==> src/rtl/pkt_mon_pkg.sv <==
package pkt_mon_pkg;
    typedef enum logic [1:0] {
        ST_IDLE = 2'd0,
        ST_MARK = 2'd1,
        ST_DATA = 2'd2,
        ST_GAP  = 2'd3
    } mon_state_e;
endpackage

==> src/rtl/pkt_mon_clkgen.sv <==
module pkt_mon_clkgen #(
    parameter int CLK_DIV = 16
) (
    input  logic clk,
    input  logic rst_n,
    output logic bit_clk,
    output logic fall_tick
);
    localparam int CW   = $clog2(CLK_DIV);
    localparam int HALF = CLK_DIV / 2;

    logic [CW-1:0] cnt_q;
    logic          clk_q;

    assign fall_tick = (cnt_q == CW'(CLK_DIV - 1));
    assign bit_clk   = clk_q;

    always_ff @(posedge clk) begin
        if (!rst_n) begin
            cnt_q <= '0;
            clk_q <= 1'b0;
        end else begin
            cnt_q <= fall_tick ? '0 : cnt_q + 1'b1;
            if (cnt_q == CW'(HALF - 1))
                clk_q <= 1'b1;
            else if (fall_tick)
                clk_q <= 1'b0;
        end
    end

    // checker: length of each high phase
    logic [CW:0] hi_len;
    always_ff @(posedge clk) begin
        if (!rst_n)     hi_len <= '0;
        else if (clk_q) hi_len <= hi_len + 1'b1;
        else            hi_len <= '0;
    end

    assert_high_phase_R1: assert property (@(posedge clk) disable iff (!rst_n)
        $fell(clk_q) |-> hi_len == (CW+1)'(HALF));
endmodule

==> src/rtl/pkt_mon_shifter.sv <==
module pkt_mon_shifter #(
    parameter int BYTE_W = 8
) (
    input  logic              clk,
    input  logic              rst_n,
    input  logic [BYTE_W-1:0] byte_in,
    input  logic              load_full,
    input  logic              load_shift,
    input  logic              shift,
    output logic              cur_bit,
    output logic              drained
);
    localparam int BW = $clog2(BYTE_W + 1);

    logic [BYTE_W-1:0] sh_q;
    logic [BW-1:0]     sent_q;

    assign cur_bit = sh_q[0];
    assign drained = (sent_q == BW'(BYTE_W));

    always_ff @(posedge clk) begin
        if (!rst_n) begin
            sh_q   <= '0;
            sent_q <= '0;
        end else if (load_full) begin
            sh_q   <= byte_in;
            sent_q <= '0;
        end else if (load_shift) begin
            sh_q   <= byte_in >> 1;
            sent_q <= BW'(1);
        end else if (shift) begin
            sh_q   <= sh_q >> 1;
            sent_q <= sent_q + 1'b1;
        end
    end

    assert_no_overrun_R4: assert property (@(posedge clk) disable iff (!rst_n)
        shift |-> !drained);
endmodule

==> src/rtl/pkt_mon_ctrl.sv <==
module pkt_mon_ctrl #(
    parameter int IDLE_BITS = 8
) (
    input  logic clk,
    input  logic rst_n,
    input  logic tick,
    input  logic in_valid,
    input  logic in_first,
    input  logic in_tx,
    input  logic in_last,
    input  logic in_bit0,
    output logic in_ready,
    input  logic drained,
    input  logic cur_bit,
    output logic load_full,
    output logic load_shift,
    output logic shift,
    output logic frame_o,
    output logic data_o
);
    import pkt_mon_pkg::*;

    localparam int GW = $clog2(IDLE_BITS + 1);

    mon_state_e st_q, st_d;
    logic          frame_q, data_q, last_q;
    logic [GW-1:0] gap_q;
    logic          accept, end_pkt;

    assign in_ready   = tick && ((st_q == ST_IDLE) ||
                                 (st_q == ST_DATA && drained && !last_q));
    assign accept     = in_valid && in_ready;
    assign load_full  = accept && (st_q == ST_IDLE) && in_first;
    assign load_shift = accept && (st_q == ST_DATA);
    assign shift      = tick && ((st_q == ST_MARK) ||
                                 (st_q == ST_DATA && !drained));
    assign end_pkt    = tick && (st_q == ST_DATA) && drained &&
                        (last_q || !in_valid);
    assign frame_o    = frame_q;
    assign data_o     = data_q;

    // state register
    always_ff @(posedge clk) begin
        if (!rst_n) st_q <= ST_IDLE;
        else        st_q <= st_d;
    end

    // next state
    always_comb begin
        st_d = st_q;
        unique case (st_q)
            ST_IDLE: if (load_full) st_d = ST_MARK;
            ST_MARK: if (tick) st_d = ST_DATA;
            ST_DATA: if (end_pkt) st_d = ST_GAP;
            ST_GAP:  if (tick && gap_q == GW'(IDLE_BITS - 2)) st_d = ST_IDLE;
            default: st_d = ST_IDLE;
        endcase
    end

    // outputs and packet context
    always_ff @(posedge clk) begin
        if (!rst_n) begin
            frame_q <= 1'b0;
            data_q  <= 1'b0;
            last_q  <= 1'b0;
            gap_q   <= '0;
        end else begin
            unique case (st_q)
                ST_IDLE: if (load_full) begin
                    frame_q <= 1'b1;
                    data_q  <= in_tx;
                    last_q  <= in_last;
                end
                ST_MARK: if (tick) data_q <= cur_bit;
                ST_DATA: if (tick) begin
                    if (!drained) begin
                        data_q <= cur_bit;
                    end else if (end_pkt) begin
                        frame_q <= 1'b0;
                        data_q  <= 1'b0;
                        gap_q   <= '0;
                    end else begin
                        data_q <= in_bit0;
                        last_q <= in_last;
                    end
                end
                ST_GAP: if (tick) gap_q <= gap_q + 1'b1;
                default: ;
            endcase
        end
    end

    // checker: bit periods spent with frame low
    logic [GW-1:0] low_bits;
    always_ff @(posedge clk) begin
        if (!rst_n)
            low_bits <= GW'(IDLE_BITS);
        else if (tick) begin
            if (frame_q)
                low_bits <= '0;
            else if (low_bits != GW'(IDLE_BITS))
                low_bits <= low_bits + 1'b1;
        end
    end

    assert_min_gap_R6: assert property (@(posedge clk) disable iff (!rst_n)
        $rose(frame_q) |-> low_bits == GW'(IDLE_BITS));
    assert_discard_R8: assert property (@(posedge clk) disable iff (!rst_n)
        (st_q == ST_IDLE && accept && !in_first) |=> !frame_q);
    assert_end_last_R5: assert property (@(posedge clk) disable iff (!rst_n)
        (st_q == ST_DATA && tick && drained && last_q) |=> (!frame_q && !data_q));
    assert_underrun_R9: assert property (@(posedge clk) disable iff (!rst_n)
        (st_q == ST_DATA && in_ready && !in_valid) |=> !frame_q);
endmodule

==> src/rtl/pkt_mon_streamer.sv <==
module pkt_mon_streamer #(
    parameter int CLK_DIV   = 16,
    parameter int BYTE_W    = 8,
    parameter int IDLE_BITS = 8
) (
    input  logic              clk,
    input  logic              rst_n,
    input  logic              in_valid,
    input  logic [BYTE_W-1:0] in_data,
    input  logic              in_first,
    input  logic              in_tx,
    input  logic              in_last,
    output logic              in_ready,
    output logic              mon_clk,
    output logic              mon_data,
    output logic              mon_frame
);
    logic tick, load_full, load_shift, shift, cur_bit, drained;

    pkt_mon_clkgen #(.CLK_DIV(CLK_DIV)) clkgen_i (
        .clk(clk), .rst_n(rst_n), .bit_clk(mon_clk), .fall_tick(tick)
    );

    pkt_mon_shifter #(.BYTE_W(BYTE_W)) shifter_i (
        .clk(clk), .rst_n(rst_n), .byte_in(in_data),
        .load_full(load_full), .load_shift(load_shift), .shift(shift),
        .cur_bit(cur_bit), .drained(drained)
    );

    pkt_mon_ctrl #(.IDLE_BITS(IDLE_BITS)) ctrl_i (
        .clk(clk), .rst_n(rst_n), .tick(tick),
        .in_valid(in_valid), .in_first(in_first), .in_tx(in_tx),
        .in_last(in_last), .in_bit0(in_data[0]), .in_ready(in_ready),
        .drained(drained), .cur_bit(cur_bit),
        .load_full(load_full), .load_shift(load_shift), .shift(shift),
        .frame_o(mon_frame), .data_o(mon_data)
    );

    assert_frame_sync_R2: assert property (@(posedge clk) disable iff (!rst_n)
        !$stable(mon_frame) |-> $fell(mon_clk));
    assert_data_sync_R2: assert property (@(posedge clk) disable iff (!rst_n)
        !$stable(mon_data) |-> $fell(mon_clk));
    assert_marker_dir_R3: assert property (@(posedge clk) disable iff (!rst_n)
        $rose(mon_frame) |-> mon_data == $past(in_tx));
    assert_ready_edge_R7: assert property (@(posedge clk) disable iff (!rst_n)
        in_ready |=> ($fell(mon_clk) && !in_ready));
endmodule

==> config.mk <==
export PLATFORM = sky130hd
export DESIGN_NAME = pkt_mon_streamer
export DESIGN_NICKNAME = d
export VERILOG_FILES = /design/src/rtl/pkt_mon_pkg.sv /design/src/rtl/pkt_mon_clkgen.sv /design/src/rtl/pkt_mon_shifter.sv /design/src/rtl/pkt_mon_ctrl.sv /design/src/rtl/pkt_mon_streamer.sv
export SDC_FILE = /design/constraint.sdc
export NUM_CORES = 1
export LEC_CHECK = 0
export BUFFER_PORTS_ARGS = -buffer_cell sky130_fd_sc_hd__buf_4
export CAP_MARGIN = 15
export CORE_MARGIN = 2
export CORE_UTILIZATION = 50
export CTS_BUF_LIST = sky130_fd_sc_hd__clkbuf_4
export DETAILED_ROUTE_END_ITERATION = 10
export GPL_TIMING_DRIVEN = 0
export PLACE_DENSITY = 0.71
export SYNTH_ARGS = -nofsm -noshare
export SYNTH_HDL_FRONTEND = slang
export SYNTH_SLANG_ARGS = --single-unit
==> constraint.sdc <==
create_clock -name clk -period 3.8 [get_ports clk]
set_input_delay 0.38 -clock clk [delete_from_list [all_inputs] [get_ports clk]]
set_output_delay 0.38 -clock clk [all_outputs]
set_load 0.05 [all_outputs]
# Yosys cells after proc, flatten, opt, wreduce, memory -nomap -nowiden
# Index checks and enable logic that the tools add are counted.
[totals] word_cells=96 reg_bits=26 inputBits=14
[classes] eq_ne=15 addsub=3 reduce_logical=34 n_bitwise=1 muxes=33
[ops] op="2-to-1 mux 8 bit" count=3
[ops] op="2-to-1 mux 1 bit" count=17
[ops] op="2-to-1 mux 4 bit" count=4
[ops] op="AND reduction 5 bit" count=3
[ops] op="logical AND 1 bit" count=13
[ops] op="adder 4 x 1 -> 4 bit, second input constant" count=3
[ops] op="== test 4 x 3 -> 1 bit, second input constant" count=2
[ops] op="== test 4 bit, second input constant" count=2
[ops] op="2-to-1 mux 2 bit" count=4
[ops] op="inequality test 2 x 1 -> 1 bit, second input constant" count=4
[ops] op="inequality test 2 bit, second input constant" count=4
[ops] op="one-hot mux 2 bit (4 select lines)" count=1
[ops] op="one-hot mux 4 bit (2 select lines)" count=1
[ops] op="AND reduction 4 bit" count=2
[ops] op="nonzero test 2 bit" count=4
[ops] op="nonzero test 3 bit" count=2
[ops] op="== test 2 bit, second input constant" count=2
[ops] op="one-hot mux 1 bit (2 select lines)" count=2
[ops] op="OR reduction 2 bit" count=2
[ops] op="zero test 1 bit" count=3
[ops] op="logical OR 1 bit" count=3
[ops] op="one-hot mux 1 bit (3 select lines)" count=1
[ops] op="OR reduction 3 bit" count=1
[ops] op="== test 2 x 1 -> 1 bit, second input constant" count=1
[ops] op="other kinds (2)" count=2

# Depth between registers and ports, before layout
[logic_depth] word_depth=10 depth_mapped=8

# Cells and area by module
# A second synthesis with hierarchy kept.
[hier_totals] hier_cells=181 hier_area_um2=1575.3
[modules_own_cells] module="pkt_mon_ctrl" instances=1 cells_each=83 seq_area_each_um2=180.2 area_per_inst_um2=694.4
[modules_own_cells] module="pkt_mon_shifter" instances=1 cells_each=79 seq_area_each_um2=240.2 area_per_inst_um2=674.4
[modules_own_cells] module="pkt_mon_clkgen" instances=1 cells_each=19 seq_area_each_um2=100.1 area_per_inst_um2=206.4

# Worst setup path after synthesis
# No wires, ideal clock.
[synth_timing] path_kind="register -> output" startpoint="register ctrl_i.st_q[0]" endpoint="output port in_ready" path_buffers=1 required_ps=3420 setup_slack_ps=1698 stages_incl_launch_ff=8 arrival_time_ps=1722 path_cell_list="dfxtp_1 inv_1 ha_1 buf_6 nand4b_1 nor2_1 nor2_1 nor2_1"
[synth_between] elab_chain_len=5
[synth_lines] item="start, declared" line_no="pkt_mon_ctrl.sv:25" source="mon_state_e st_q, st_d;"
[synth_lines] item="start signal, assigned" line_no="pkt_mon_ctrl.sv:45" source="else st_q <= st_d;"
[synth_lines] item="== test 2 bit" line_no="pkt_mon_ctrl.sv:31" source="(st_q == ST_DATA && drained && !last_q));"
[synth_lines] item="logical AND 1 bit (2 in a row)" line_no="pkt_mon_ctrl.sv:31"
[synth_lines] item="logical OR 1 bit (*)" line_no="pkt_mon_ctrl.sv:30" source="assign in_ready = tick && ((st_q == ST_IDLE) ||"
[synth_lines] item="logical AND 1 bit (*)" line_no="pkt_mon_ctrl.sv:30"
[synth_lines] item="end, declared" line_no="pkt_mon_streamer.sv:13" source="output logic in_ready,"
# Every way passes the cells marked *; elsewhere a longest branch is shown, timed or not.

# Worst setup path after layout
# Same ends and word-level chain as after synthesis.

==> out/qor.csv <==
stage,metric,value,unit
global_route,first-pass GRT wire length,6.47,mm
floorplan,Chip Width,60.2,µm
worst_setup_path,"critical path fanouts, max",10,
finish,Area Growth Syn to Fin,14.4,%
logic_synthesis,cell area after synthesis,1580,µm²
detailed_routing,via/cell ratio,5.94,
clock_tree,CTS Sinks,26,
timing,Tcrit/Tclk final,62.7,%
global_route,number of global-route vias before repair,1433,
placement,GPL Wtd Cong,0.879,
timing,unrepaired setup endpoints after global routing,false,
global_route,total grt overflow,0,
placement,I/O Buffers,16,
detailed_routing,via count,1462,
logic_synthesis,Yosys top cell area share,33.0,%
worst_setup_path,required time of the critical path,3.42,ns
detailed_routing,drt pass-1 iters,4,
worst_hold_path,Hold Path Class,in -> reg,
logic_synthesis,synth top area cells,"dfxtp_1, ha_1, o31ai_1",
logic_synthesis,"Top FF cell, synth",dfxtp_1,
logic_synthesis,most common cell in the netlist,dfxtp_1,
floorplan,Die Y-Extent,60.2,µm
clock_tree,clock slew at reported path FFs,0.14,ns
global_route,initial antenna violation count,0,
timing,worst hold slack,0.269,ns
logic_synthesis,number of synthesized flops with an enable pin,0,
clock_tree,# resized after CTS,0,
floorplan,row count,20,
finish,n_diodes,0,
worst_setup_path,Worst setup EP type,output port,
worst_hold_path,worst hold start,in_data[5],
logic_synthesis,ys async rst share,0,%
worst_hold_path,WHS Path Cells,3,
finish,post-layout net count,228,
placement,HPWL Detailed,2.85,mm
timing,final setup vio count,0,
timing,f_max,420,MHz
clock_tree,H-tree levels,1,
worst_setup_path,RR Endpoint,shifter_i.sh_q[1]$_SDFFE_PN0P_,
pwr,P per Cell Area,352,nW/µm²
logic_synthesis,"area leader, netlist",dfxtp_1,
logic_synthesis,synthesized area per cell,8.68,µm²
finish,layout filler cell count,289,
worst_setup_path,Worst Setup Start Kind,flop,
timing,Slew @ Worst Pin,0.502,ns
global_route,pin count of the biggest net entering global routing,16,
worst_setup_path,crit path DAT,2.00,ns
floorplan,die area,3620,µm²
detailed_routing,final WL,3.79,mm
logic_synthesis,part of the Yosys area used for sequential elements,33.0,%
run,max-cap viol count,0,
pwr,Leak,0.000663,µW
timing,Fin. Hold Viols,0,
detailed_routing,Routed WL per cell,15.4,µm
logic_synthesis,distinct cell type count after synthesis,43,
timing,final worst slack,1.42,ns
logic_synthesis,Syn Nets,207,
timing,Final Critical Period,2.38,ns
logic_synthesis,"top cells by count, synth","dfxtp_1, nor2_1, nand3_1, o31ai_1, ha_1",
detailed_routing,Residual DRC,0,
detailed_routing,DR iter-0 viols,97,
worst_setup_path,FF-to-FF Start,ctrl_i.st_q[0]$_SDFFE_PN0P_,
logic_synthesis,Cells after Synth,182,
logic_synthesis,post-synthesis register bit count,26,
clock_tree,number of CTS-inserted buffers,3,
placement,setup slack after placement,1.85,ns
outcome,outcome,completed,
timing,Worst Skew,0.00476,ns
timing,Final Slew Violations,0,
clock_tree,buffer levels on the longest clock path,2,
timing,Setup TNS,0,ns
clock_tree,"Setup Fix Bufs, Post-CTS",0,
worst_setup_path,launch point of the worst path,ctrl_i.st_q[0]$_SDFFE_PN0P_,
timing,Max-slew headroom,66.5,%
detailed_routing,Post-DRT Antenna Nets,0,
finish,share of layout cells above drive strength 1,16.8,%
placement,Placed Cells incl. Taps,242,
worst_setup_path,R2R depth,6,
worst_setup_path,Setup CP Type,reg -> out,
logic_synthesis,total number of yosys warnings,0,
clock_tree,Clk Tree Root Cell,clkbuf_4,
clock_tree,CTS tree,done,
floorplan,core area,3030,µm²
worst_setup_path,reg2reg setup slack,1.83,ns
global_route,total global-route track usage,23.5,%
finish,Post-Layout Cell Count,246,
floorplan,IO Pins,18,
worst_hold_path,Hold Path Sink,shifter_i.sh_q[5]$_SDFFE_PN0P_,
clock_tree,Clock Latency Late Sink,0.33,ns
pwr,maximum vdd drop,303,µV
floorplan,Initial Util,52.1,%
clock_tree,CTS Hold Bufs,0,
[routing by layer]
metal  track usage, %  up-vias  routed length [µm]
li1                 -      717                   -
met1             30.5      701                1700
met2             38.2       39                1820
met3             4.98        5                 206
met4             8.25        0                  55
met5                0        -                   0
[layout make-up]
class                   instances  area [µm²]  share of cell area, %
clock inverters                 1        30.0                   1.66
inverters                       8        30.0                   1.66
clock buffers                   3        22.5                   1.25
flip-flops and latches         26         520                   28.8
multi-input cells             141         971                   53.7
repair buffers                 16         120                   6.65
plain buffers                   7        57.6                   3.19
well taps                      44        55.1                   3.05
[logic make-up after synthesis]
logic type               synth area share, %
AO/OA/AOI/OAI                           24.7
XOR/XNOR                                2.77
adder cells (fa/ha/maj)                 8.72
buffers and inverters                   5.55
flip-flops                              33.0
multiplexers                            1.35
AND/OR/NAND/NOR                         23.9
[worst max path at each step]
stage | endpoint | slack [ns]
after global routing | in_ready | 1.30
final | in_ready | 1.42
after global placement | in_ready | 1.88
after detailed placement | shifter_i.sh_q[1]$_SDFFE_PN0P_ | 1.85
after CTS | in_ready | 1.43
after floorplan | in_ready | 1.70
[worst max-delay path: stages, from the launching register on]
cell      delay [ns]
dfxtp_1         0.38
inv_1           0.14
ha_1            0.24
buf_6           0.17
nand4b_1        0.20
nor2_1          0.16
nor2_1          0.06
nor2_1          0.12
buf_4           0.21
[registers in the layout (all words and copies together), names as in the netlist]
signal and count:
ctrl_i.data_o 1, ctrl_i.st_q 2, ctrl_i.gap_q 4, ctrl_i.last_q 1
clkgen_i.bit_clk 1, ctrl_i.frame_o 1, clkgen_i.cnt_q 4, shifter_i.sent_q 4
shifter_i.sh_q 8
[where the power goes]
part           leakage, µW  internal [µW]  switching [µW]
sequential        0.000210            284            13.2
clock            0.0000279            107            84.5
combinational     0.000425           52.8            95.2
[per-stage QoR]
step	area [µm²]	util, %	total power [µW]
after floorplan	1580	-	404
after global placement	1750	57.9	442
after detailed placement	1750	57.9	449
after CTS	1810	59.7	640
after global routing	1810	59.7	670
final	1810	59.7	636
[cell usage in the layout, fill, tap and decap left out, drive strengths merged, types with 2 or more instances in the layout]
cell	n
a211oi	2
a21oi	12
and3	3
buf	21
clkbuf	5
dfxtp	26
ha	11
inv	8
nand2	10
nand2b	3
nand3	15
nand3b	2
nand4b	2
nor2	24
nor3	4
o211ai	2
o21ai	8
o31ai	15
or4	6
xnor2	2
xor2	3
No activity file was read; power rests on OpenSTA's default activity.
